## src/rtl/pic_pkg.sv

```systemverilog
package pic_pkg;
  localparam int DW = 5;
  localparam int LW = 4;
  localparam logic [2:0] PRIO_AT_RESET = 3'd4;
  localparam logic [2:0] PRIO_TOP_USER = 3'd7;
endpackage

```

## src/rtl/pic_src_regs.sv

```systemverilog
module pic_src_regs
  import pic_pkg::*;
#(
  parameter int N_SRC = 8,
  parameter int AW    = 4
) (
  input  logic                  clk,
  input  logic                  rst_n,
  input  logic [N_SRC-1:0]      evt,
  input  logic                  wr_en,
  input  logic [AW-1:0]         wr_sel,
  input  logic [DW-1:0]         wr_data,
  output logic [N_SRC-1:0]      flag,
  output logic [N_SRC-1:0]      en,
  output logic [N_SRC-1:0][2:0] prio
);
  for (genvar i = 0; i < N_SRC; i++) begin : g_src
    always_ff @(posedge clk) begin
      if (!rst_n) begin
        flag[i] <= 1'b0;
        en[i]   <= 1'b0;
        prio[i] <= PRIO_AT_RESET;
      end else begin
        if (wr_en && wr_sel == AW'(i)) begin
          flag[i] <= wr_data[0];
          en[i]   <= wr_data[1];
          prio[i] <= wr_data[4:2];
        end
        if (evt[i]) flag[i] <= 1'b1;
      end
    end
  end
endmodule

```

## src/rtl/pic_select.sv

```systemverilog
module pic_select
  import pic_pkg::*;
#(
  parameter int N_SRC  = 8,
  parameter int N_TRAP = 4,
  parameter int IW     = 4
) (
  input  logic [N_SRC-1:0]      flag,
  input  logic [N_SRC-1:0]      en,
  input  logic [N_SRC-1:0][2:0] prio,
  input  logic [N_TRAP-1:0]     trap_flag,
  input  logic [LW-1:0]         cur_lvl,
  input  logic                  mask_on,
  output logic                  req,
  output logic [IW-1:0]         idx,
  output logic [LW-1:0]         lvl
);
  logic       u_hit, t_hit;
  logic [2:0] u_best;
  int         u_sel, t_sel;

  always_comb begin
    u_hit  = 1'b0;
    u_best = 3'd0;
    u_sel  = 0;
    for (int i = 0; i < N_SRC; i++) begin
      if (flag[i] && en[i] && prio[i] != 3'd0 &&
          {1'b0, prio[i]} > cur_lvl &&
          (!mask_on || prio[i] == PRIO_TOP_USER) &&
          (!u_hit || prio[i] > u_best)) begin
        u_hit  = 1'b1;
        u_best = prio[i];
        u_sel  = i;
      end
    end
    t_hit = 1'b0;
    t_sel = 0;
    for (int t = 0; t < N_TRAP; t++) begin
      if (trap_flag[t] && LW'(8 + t) > cur_lvl) begin
        t_hit = 1'b1;
        t_sel = t;
      end
    end
    req = t_hit | u_hit;
    if (t_hit) begin
      idx = IW'(N_SRC + t_sel);
      lvl = LW'(8 + t_sel);
    end else begin
      idx = IW'(u_sel);
      lvl = {1'b0, u_best};
    end
  end
endmodule

```

## src/rtl/pic_level_stack.sv

```systemverilog
module pic_level_stack
  import pic_pkg::*;
#(
  parameter int DEPTH = 8
) (
  input  logic          clk,
  input  logic          rst_n,
  input  logic          push,
  input  logic [LW-1:0] push_lvl,
  input  logic          pop,
  input  logic          sw_we,
  input  logic [LW-1:0] sw_lvl,
  output logic [LW-1:0] cur_lvl,
  output logic          ovf
);
  localparam int PW = $clog2(DEPTH + 1);
  localparam int XW = $clog2(DEPTH);
  localparam logic [PW-1:0] FULL = PW'(DEPTH);

  logic [LW-1:0] mem [DEPTH];
  logic [PW-1:0] ptr;
  logic [PW-1:0] ptr_dn;

  assign ptr_dn = ptr - 1'b1;

  always_ff @(posedge clk) begin
    if (push && ptr < FULL) mem[ptr[XW-1:0]] <= cur_lvl;
  end

  always_ff @(posedge clk) begin
    if (!rst_n) begin
      ptr     <= '0;
      cur_lvl <= '0;
      ovf     <= 1'b0;
    end else if (push) begin
      cur_lvl <= push_lvl;
      if (ptr < FULL) ptr <= ptr + 1'b1;
      else            ovf <= 1'b1;
    end else if (pop) begin
      if (ptr != '0) begin
        cur_lvl <= mem[ptr_dn[XW-1:0]];
        ptr     <= ptr_dn;
      end
    end else if (sw_we) begin
      cur_lvl <= sw_lvl;
    end
  end
endmodule

```

## src/rtl/prio_irq_ctrl.sv

```systemverilog
module prio_irq_ctrl
  import pic_pkg::*;
#(
  parameter int N_SRC     = 8,
  parameter int N_TRAP    = 4,
  parameter int STK_DEPTH = 8,
  parameter int MASK_W    = 8,
  localparam int AW       = $clog2(N_SRC + 2),
  localparam int IW       = $clog2(N_SRC + N_TRAP),
  localparam int SW       = $clog2(N_SRC)
) (
  input  logic              clk,
  input  logic              rst_n,
  input  logic [N_SRC-1:0]  src_evt,
  input  logic [N_TRAP-1:0] trap_evt,
  input  logic              reg_we,
  input  logic [AW-1:0]     reg_addr,
  input  logic [DW-1:0]     reg_wdata,
  output logic [DW-1:0]     reg_rdata,
  input  logic              mask_go,
  input  logic [MASK_W-1:0] mask_len,
  output logic              vec_req,
  output logic [IW-1:0]     vec_idx,
  output logic [LW-1:0]     vec_lvl,
  input  logic              vec_ack,
  output logic [IW-1:0]     act_idx,
  input  logic              ret_pulse,
  output logic [LW-1:0]     cpu_lvl,
  output logic              stk_ovf
);
  localparam logic [AW-1:0] A_CTRL = AW'(N_SRC);
  localparam logic [AW-1:0] A_TRAP = AW'(N_SRC + 1);

  logic [N_SRC-1:0]      flag, en;
  logic [N_SRC-1:0][2:0] prio;
  logic [N_TRAP-1:0]     trap_q;
  logic                  nest_q;
  logic [MASK_W-1:0]     mask_cnt;
  logic                  mask_on;
  logic                  take, give_back, lvl_we;
  logic [LW-1:0]         new_lvl;

  pic_src_regs #(.N_SRC(N_SRC), .AW(AW)) u_regs (
    .clk(clk), .rst_n(rst_n), .evt(src_evt),
    .wr_en(reg_we), .wr_sel(reg_addr), .wr_data(reg_wdata),
    .flag(flag), .en(en), .prio(prio)
  );

  pic_select #(.N_SRC(N_SRC), .N_TRAP(N_TRAP), .IW(IW)) u_sel (
    .flag(flag), .en(en), .prio(prio), .trap_flag(trap_q),
    .cur_lvl(cpu_lvl), .mask_on(mask_on),
    .req(vec_req), .idx(vec_idx), .lvl(vec_lvl)
  );

  assign take      = vec_ack & vec_req;
  assign give_back = ret_pulse & ~take;
  assign lvl_we    = reg_we && reg_addr == A_CTRL && !cpu_lvl[3];
  assign new_lvl   = (nest_q && !vec_lvl[3]) ? {1'b0, PRIO_TOP_USER} : vec_lvl;

  pic_level_stack #(.DEPTH(STK_DEPTH)) u_stk (
    .clk(clk), .rst_n(rst_n),
    .push(take), .push_lvl(new_lvl), .pop(give_back),
    .sw_we(lvl_we), .sw_lvl({1'b0, reg_wdata[2:0]}),
    .cur_lvl(cpu_lvl), .ovf(stk_ovf)
  );

  assign mask_on = mask_cnt != '0;

  always_ff @(posedge clk) begin
    if (!rst_n) begin
      mask_cnt <= '0;
      nest_q   <= 1'b0;
      trap_q   <= '0;
      act_idx  <= '0;
    end else begin
      if (mask_go)      mask_cnt <= mask_len;
      else if (mask_on) mask_cnt <= mask_cnt - 1'b1;
      if (reg_we && reg_addr == A_CTRL) nest_q <= reg_wdata[4];
      if (reg_we && reg_addr == A_TRAP)
        trap_q <= (trap_q & ~reg_wdata[N_TRAP-1:0]) | trap_evt;
      else
        trap_q <= trap_q | trap_evt;
      if (take) act_idx <= vec_idx;
    end
  end

  always_comb begin
    reg_rdata = '0;
    if (reg_addr < A_CTRL)
      reg_rdata = {prio[reg_addr[SW-1:0]], en[reg_addr[SW-1:0]], flag[reg_addr[SW-1:0]]};
    else if (reg_addr == A_CTRL)
      reg_rdata = {nest_q, cpu_lvl};
    else if (reg_addr == A_TRAP)
      reg_rdata = DW'(trap_q);
  end
endmodule

```

## config.mk

```make
export PLATFORM = sky130hd
export DESIGN_NAME = prio_irq_ctrl
export DESIGN_NICKNAME = d
export VERILOG_FILES = /design/src/rtl/pic_pkg.sv /design/src/rtl/pic_src_regs.sv /design/src/rtl/pic_select.sv /design/src/rtl/pic_level_stack.sv /design/src/rtl/prio_irq_ctrl.sv
export SDC_FILE = /design/constraint.sdc
export NUM_CORES = 1
export LEC_CHECK = 0
export BUFFER_PORTS_ARGS = -buffer_cell sky130_fd_sc_hd__buf_2
export CORE_MARGIN = 8
export CORE_UTILIZATION = 35
export DETAILED_ROUTE_END_ITERATION = 8
export PLACE_DENSITY = 0.5
export SLEW_MARGIN = 20
export SYNTH_ARGS = -nofsm -noshare
export SYNTH_HDL_FRONTEND = slang
export SYNTH_SLANG_ARGS = --single-unit
```

## constraint.sdc

```tcl
create_clock -name clk -period 17.3 [get_ports clk]
set_input_delay 0.865 -clock clk [delete_from_list [all_inputs] [get_ports clk]]
set_output_delay 0.865 -clock clk [all_outputs]
set_load 0.01 [all_outputs]
```

==> flow_summary_export.csv, run 1 <==
group,metric,value,unit
synthesis,synth_top_family_by_area,"simple AND/OR/NAND/NOR gates",
timing,final_max_slew_viol_count,0,
synthesis,synth_compound_area_share,17.5,%
synthesis,syn-num-nets,774,
job,maxCapViolCount,0,
placed_design,hpwl,14.6,mm
setup_path,crit_path_start_kind,"flop",
min_path,hp-class,"reg2reg",
die,ios,58,
timing,rsz0062_at_grt,"false",
synthesis,synth_ff_type,"dfxtp_1",
pwr,p_leak,0.00288,uW
grt,grt_max_degree,66,
clock_tree,cts_tree,"yes",
timing,fin_crit,14.20,ns
detailed_routing,postRouteAntennaNets,0,
synthesis,yosysSeqAreaShare,34.6,%
clock_tree,cts_buffers,9,
grt,grt_antenna_before_repair,0,
detailed_routing,firstDrtPassIters,5,
cells_and_area,final_cell_mix,"dfxtp_1 (66), buf_2 (57), nand2_1 (51), ha_1 (50), nor2b_1 (46)",
die,std_cell_rows,50,
detailed_routing,drt-total-wl,19.7,mm
placed_design,port_buffers,57,
synthesis,synthSimpleGateAreaFrac,18.8,%
synthesis,synth_top_area_share,20.0,%
clock_tree,cts_buffer_depth,2,
clock_tree,htreeDepth,3,
clock_tree,clock_sinks,98,
timing,max_slew_margin,39.9,%
setup_path,critPathMaxStageDelay,0.65,ns
detailed_routing,drcViolationCount,0,
grt,grt_usage,16.9,%
timing,max_freq,70.4,MHz
cells_and_area,final_common_cell,"dfxtp_1",
synthesis,synthAdderAreaFrac,9.49,%
detailed_routing,wl_per_cell,20.3,microns
synthesis,ys_warn_count,0,
cells_and_area,diodes,0,
synthesis,synthCells,689,
timing,fin_skew,0.00676,ns
detailed_routing,num_vias,5554,
synthesis,synth_edf_count,32,
grt,grt_pass1_vias,5543,
setup_path,crit_type,"reg2out",
setup_path,crit_top_cell,"ha_1",
detailed_routing,vias_per_cell,5.73,
cells_and_area,fin_nets,815,
cells_and_area,area_growth,12.2,%
clock_tree,postCtsHoldBufs,0,
placed_design,place.gp.congestion,0.822,
pwr,p_per_area,96.6,nW/um^2
timing,worst_slew_pin_slew,0.901,ns
die,start_util,35.5,%
synthesis,synth_area,6590,sq um
synthesis,ys_ff_latch,98,
synthesis,netlist-cell-type-count,72,
setup_path,cp-end-kind,"output port",
pwr,vdd.ir_drop.worst,0.0601,mV
clock_tree,clk_pin_slew,0.08,ns
setup_path,arrival,13.33,ns
synthesis,yosysTopAreaCell,"dfxtp_1",
synthesis,syn_area_per_cell,9.56,sq um
synthesis,synthMuxAreaShare,14.4,%
timing,finalSetupViolCount,0,
die,die_w,153,microns
setup_path,critPathRequiredTime,16.43,ns
outcome,run_status,"complete, no violations",
clock_tree,cts_resized,0,
timing,final_hold_viol_count,0,
synthesis,async_flop_share,0,%
clock_tree,cts.root.buffer_cell,"clkbuf_16",
detailed_routing,drt_iter0_drc,361,
die,core,18600,sq um
clock_tree,cts_setup_buffers,0,
grt,gr-total-overflow,0,
die,die_h,153,microns
timing,tns,0,ns
synthesis,synth_xor_area_share,0.930,%
timing,fin_crit_sh,82.1,%
synthesis,ys_top_cells_by_area,"dfxtp_1 (20%), edfxtp_1 (15%), ha_1 (9.5%), mux2i_1 (6.8%), mux4_2 (6.2%)",
die,die_area,23500,sq um
setup_path,cp_max_fo,13,
grt,grt_pass1_wl,31.3,mm
setup_path,crit_slowest_cell,"dfxtp_1",
cells_and_area,final_util,39.8,%
cells_and_area,drive_gt1_share,16.2,%
clock_tree,insertion_delay,0.36,ns
## critical path: cells and delay by family, from the launching register on
family / cells / cell delay, ns
compound gates: 34 / 7.08
fa+ha+maj: 8 / 2.32
simple gates: 11 / 2.15
buf+inv: 5 / 0.77
flops: 1 / 0.65
## final cells by class
cell class              count  area [sq um]
flip-flops and latches     98          2280
repair buffers             63           330
clock buffers               9           225
multi-input cells         522          4030
clock inverters             7          93.8
well taps                 234           293
inverters                  36           135
fillers                  1854         11200
## Yosys cell counts, drive strengths merged (4+ instances only)
master  count
nor4        5
o21ai      36
ha         50
a21o        7
or4         5
mux2i      45
a221o       5
a21boi      8
clkbuf     24
mux4       18
nor2b      46
nand3      18
o31ai       6
edfxtp     32
a22oi       4
nor3       13
mux2        8
and3        8
and2       11
a211oi      6
nand3b     10
nor3b       4
a31oi       9
o21a       19
o211ai      5
nand2      52
a21oi      26
buf         9
nand2b      8
xnor2       4
nor2       42
dfxtp      66
inv        36
## flip-flops by register name (all words and copies together) (netlist names), 4 cells and up
register	count
u_stk.mem	32
u_regs.prio	24
mask_cnt	8
u_regs.en	8
u_regs.flag	8
act_idx	4
trap_q	4
u_stk.cur_lvl	4
u_stk.ptr	4
## power by group
group / internal (uW) / leakage [uW] / switching [uW]
registers: 262 / 0.000839 / 26.1
logic: 91.2 / 0.00189 / 120
clock network: 116 / 0.000153 / 97.9
## layer usage
metal  global-route usage (%)  wire length (microns)
met2                     27.5                   9000
met4                     4.34                    306
met1                     21.9                   9130
met5                        0                      0
met3                     4.14                   1250
## stage by stage
stage          hold slack (ns)  area, sq um  std cells  power (uW)  setup WS, ns
3_3_place_gp             0.445         7070        953         502          3.94
5_1_grt                  0.526         7390        969         754          1.88
2_1_floorplan            0.454         6590        689         439          5.54
4_1_cts                  0.477         7390        969         722          3.06
6_report                 0.470         7390        969         714          3.10
3_5_place_dp             0.457         7070        953         506          3.50
## worst paths after layout
| kind | slack (ns) | endpoint | start | cells past startpoint |
|---|---|---|---|---|
| max | 3.10 | vec_lvl[2] | u_stk.cur_lvl[1] | 58 |
| min | 0.47 | act_idx[3] | act_idx[3] | 2 |
| max reg2reg | 4.31 | u_stk.cur_lvl[2] | u_stk.cur_lvl[1] | 57 |
| min reg2reg | 0.47 | act_idx[3] | act_idx[3] | 2 |
## cell families after synthesis
group	after synthesis
mux	71
buf+inv	69
compound gates	161
flops	98
simple gates	233
fa+ha+maj	50
xor+xnor	7
(Power assumes the default switching activity.)
==> inputs of run 2 (changes only) <==
ABC_AREA = 1   (was not set)
clock period = 13.8 ns   (was 17.3 ns; I/O delays follow)
==> flow_summary_export.csv, run 2 <==
group,metric,value,unit
outcome,run_status,"complete, no violations",
detailed_routing,num_vias,5856,
setup_path,crit_top_cell,"nand2_1",
timing,rsz0062_at_grt,"false",
cells_and_area,drive_gt1_share,12.1,%
setup_path,path_buf_inv,6,
clock_tree,cts_tree,"yes",
detailed_routing,postRouteAntennaNets,0,
clock_tree,cts_setup_buffers,0,
synthesis,synthTopCellsByCount,"nand2_1 (149), inv_1 (104), a21oi_1 (74)",
synthesis,async_flop_share,0,%
timing,worst_slew_pin_slew,1.09,ns
cells_and_area,diodes,0,
setup_path,arrival,10.22,ns
synthesis,syn_area_per_cell,7.50,sq um
placed_design,port_buffers,57,
timing,fin_crit,10.91,ns
die,die_w,150,microns
die,start_util,35.3,%
job,maxCapViolCount,0,
synthesis,ys_ff_latch,98,
detailed_routing,wl_per_cell,17.7,microns
timing,hold_ws,0.459,ns
grt,grt_antenna_before_repair,0,
clock_tree,cts_resized,0,
cells_and_area,final_common_cell,"nand2_1",
synthesis,synth_top_area_share,21.1,%
die,std_cell_rows,49,
synthesis,synthCells,836,
timing,fin_crit_sh,79.1,%
synthesis,yosysSeqAreaShare,36.4,%
timing,max_freq,91.6,MHz
grt,grt_pass1_wl,31.0,mm
cells_and_area,final_cell_mix,"nand2_1 (149), inv_1 (104), a21oi_1 (74), nor2_1 (70), o21ai_0 (70)",
timing,max_slew_margin,27.1,%
die,ios,58,
clock_tree,clk_pin_slew,0.07,ns
timing,final_hold_viol_count,0,
min_path,hp-class,"reg2reg",
pwr,p_per_area,125,nW/um^2
detailed_routing,drt-total-wl,19.9,mm
placed_design,place.gp.congestion,0.874,
clock_tree,insertion_delay,0.36,ns
die,die_h,150,microns
synthesis,syn-num-nets,921,
synthesis,synth_ff_type,"dfxtp_1",
grt,gr-total-overflow,0,
die,core,17800,sq um
die,die_area,22400,sq um
timing,final_max_slew_viol_count,0,
synthesis,synth_edf_count,32,
setup_path,cp-end-kind,"output port",
setup_path,critPathMaxStageDelay,0.59,ns
grt,grt_max_degree,44,
grt,grt_usage,18.0,%
synthesis,synth_area,6270,sq um
cells_and_area,area_growth,13.7,%
setup_path,crit_slowest_cell,"dfxtp_1",
clock_tree,clock_sinks,98,
pwr,vdd.ir_drop.worst,0.0704,mV
synthesis,yosysTopAreaCell,"dfxtp_1",
timing,tns,0,ns
pwr,p_leak,0.00317,uW
setup_path,crit_family,"simple AND/OR/NAND/NOR gates",
clock_tree,postCtsHoldBufs,0,
setup_path,cp_max_fo,11,
synthesis,ys_warn_count,0,
placed_design,hpwl,14.8,mm
clock_tree,cts.root.buffer_cell,"clkbuf_16",
detailed_routing,drcViolationCount,0,
detailed_routing,firstDrtPassIters,5,
setup_path,ff2ff_setup_slack,3.78,ns
setup_path,crit_path_start_kind,"flop",
cells_and_area,fin_nets,975,
clock_tree,htreeDepth,3,
timing,fin_skew,0.00768,ns
grt,grt_pass1_vias,5554,
synthesis,netlist-cell-type-count,47,
timing,finalSetupViolCount,0,
clock_tree,cts_buffer_depth,2,
cells_and_area,largest_reg_flops,32,
clock_tree,cts_buffers,9,
synthesis,ys_top_cells_by_area,"dfxtp_1 (21%), edfxtp_1 (15%), ha_1 (10%), nand2_1 (8.9%), inv_1 (6.2%)",
detailed_routing,drt_iter0_drc,332,
synthesis,yosysMostFrequentCell,"nand2_1",
setup_path,critPathRequiredTime,13.11,ns
setup_path,crit_type,"reg2out",
detailed_routing,vias_per_cell,5.21,
-- run 2: final cells by class --
| class | count | area (sq um) |
|---|---|---|
| flip-flops and latches | 98 | 2280 |
| inverters | 114 | 429 |
| repair buffers | 60 | 308 |
| clock inverters | 7 | 109 |
| well taps | 229 | 287 |
| clock buffers | 9 | 225 |
| fillers | 1841 | 10700 |
| multi-input cells | 607 | 3490 |
-- run 2: logic make-up (layout without fill, tap and decap cells) --
kind of cell / Yosys count / count (layout) / share of synthesized area (%)
fa+ha+maj: 50 / 50 / 9.98
buf+inv: 131 / 190 / 7.98
compound gates: 217 / 217 / 20.7
simple gates: 331 / 331 / 23.7
flops: 98 / 98 / 36.4
xor+xnor: 9 / 9 / 1.26
-- run 2: final timing paths --
check                           depth (start not counted)         end        startpoint
worst min register to register                          2  act_idx[3]        act_idx[3]
worst max-delay path                                   68  vec_idx[1]  u_stk.cur_lvl[2]
worst max register to register                         69  act_idx[1]  u_stk.cur_lvl[2]
worst min-delay path                                    2  act_idx[3]        act_idx[3]
-- run 2: per-layer routing --
layer | routed length [microns] | track usage [%]
met5 | 0 | 0
met1 | 9680 | 24.6
met2 | 8900 | 28.4
met3 | 798 | 2.18
met4 | 492 | 7.25
-- run 2: worst min-delay path: stages (launching register included) --
cell and delay (ns):
dfxtp_1 0.31, nand2_1 0.06, a21oi_1 0.05
-- run 2: through the flow --
step	cell area (sq um)	total power (uW)	cells	worst slack, ns	utilization (%)
2_1_floorplan	6270	524	836	4.81	-
3_3_place_gp	6790	606	1108	3.57	38.2
3_5_place_dp	6790	604	1108	3.34	38.2
4_1_cts	7130	896	1124	2.91	40.1
5_1_grt	7130	940	1124	1.73	40.1
6_report	7130	889	1124	2.89	40.1
-- run 2: power by group --
group | total (uW) | switching, uW | leakage [uW] | internal, uW
registers | 348 | 22.7 | 0.000837 | 326
clock network | 292 | 128 | 0.000164 | 163
logic | 249 | 164 | 0.00217 | 85.2
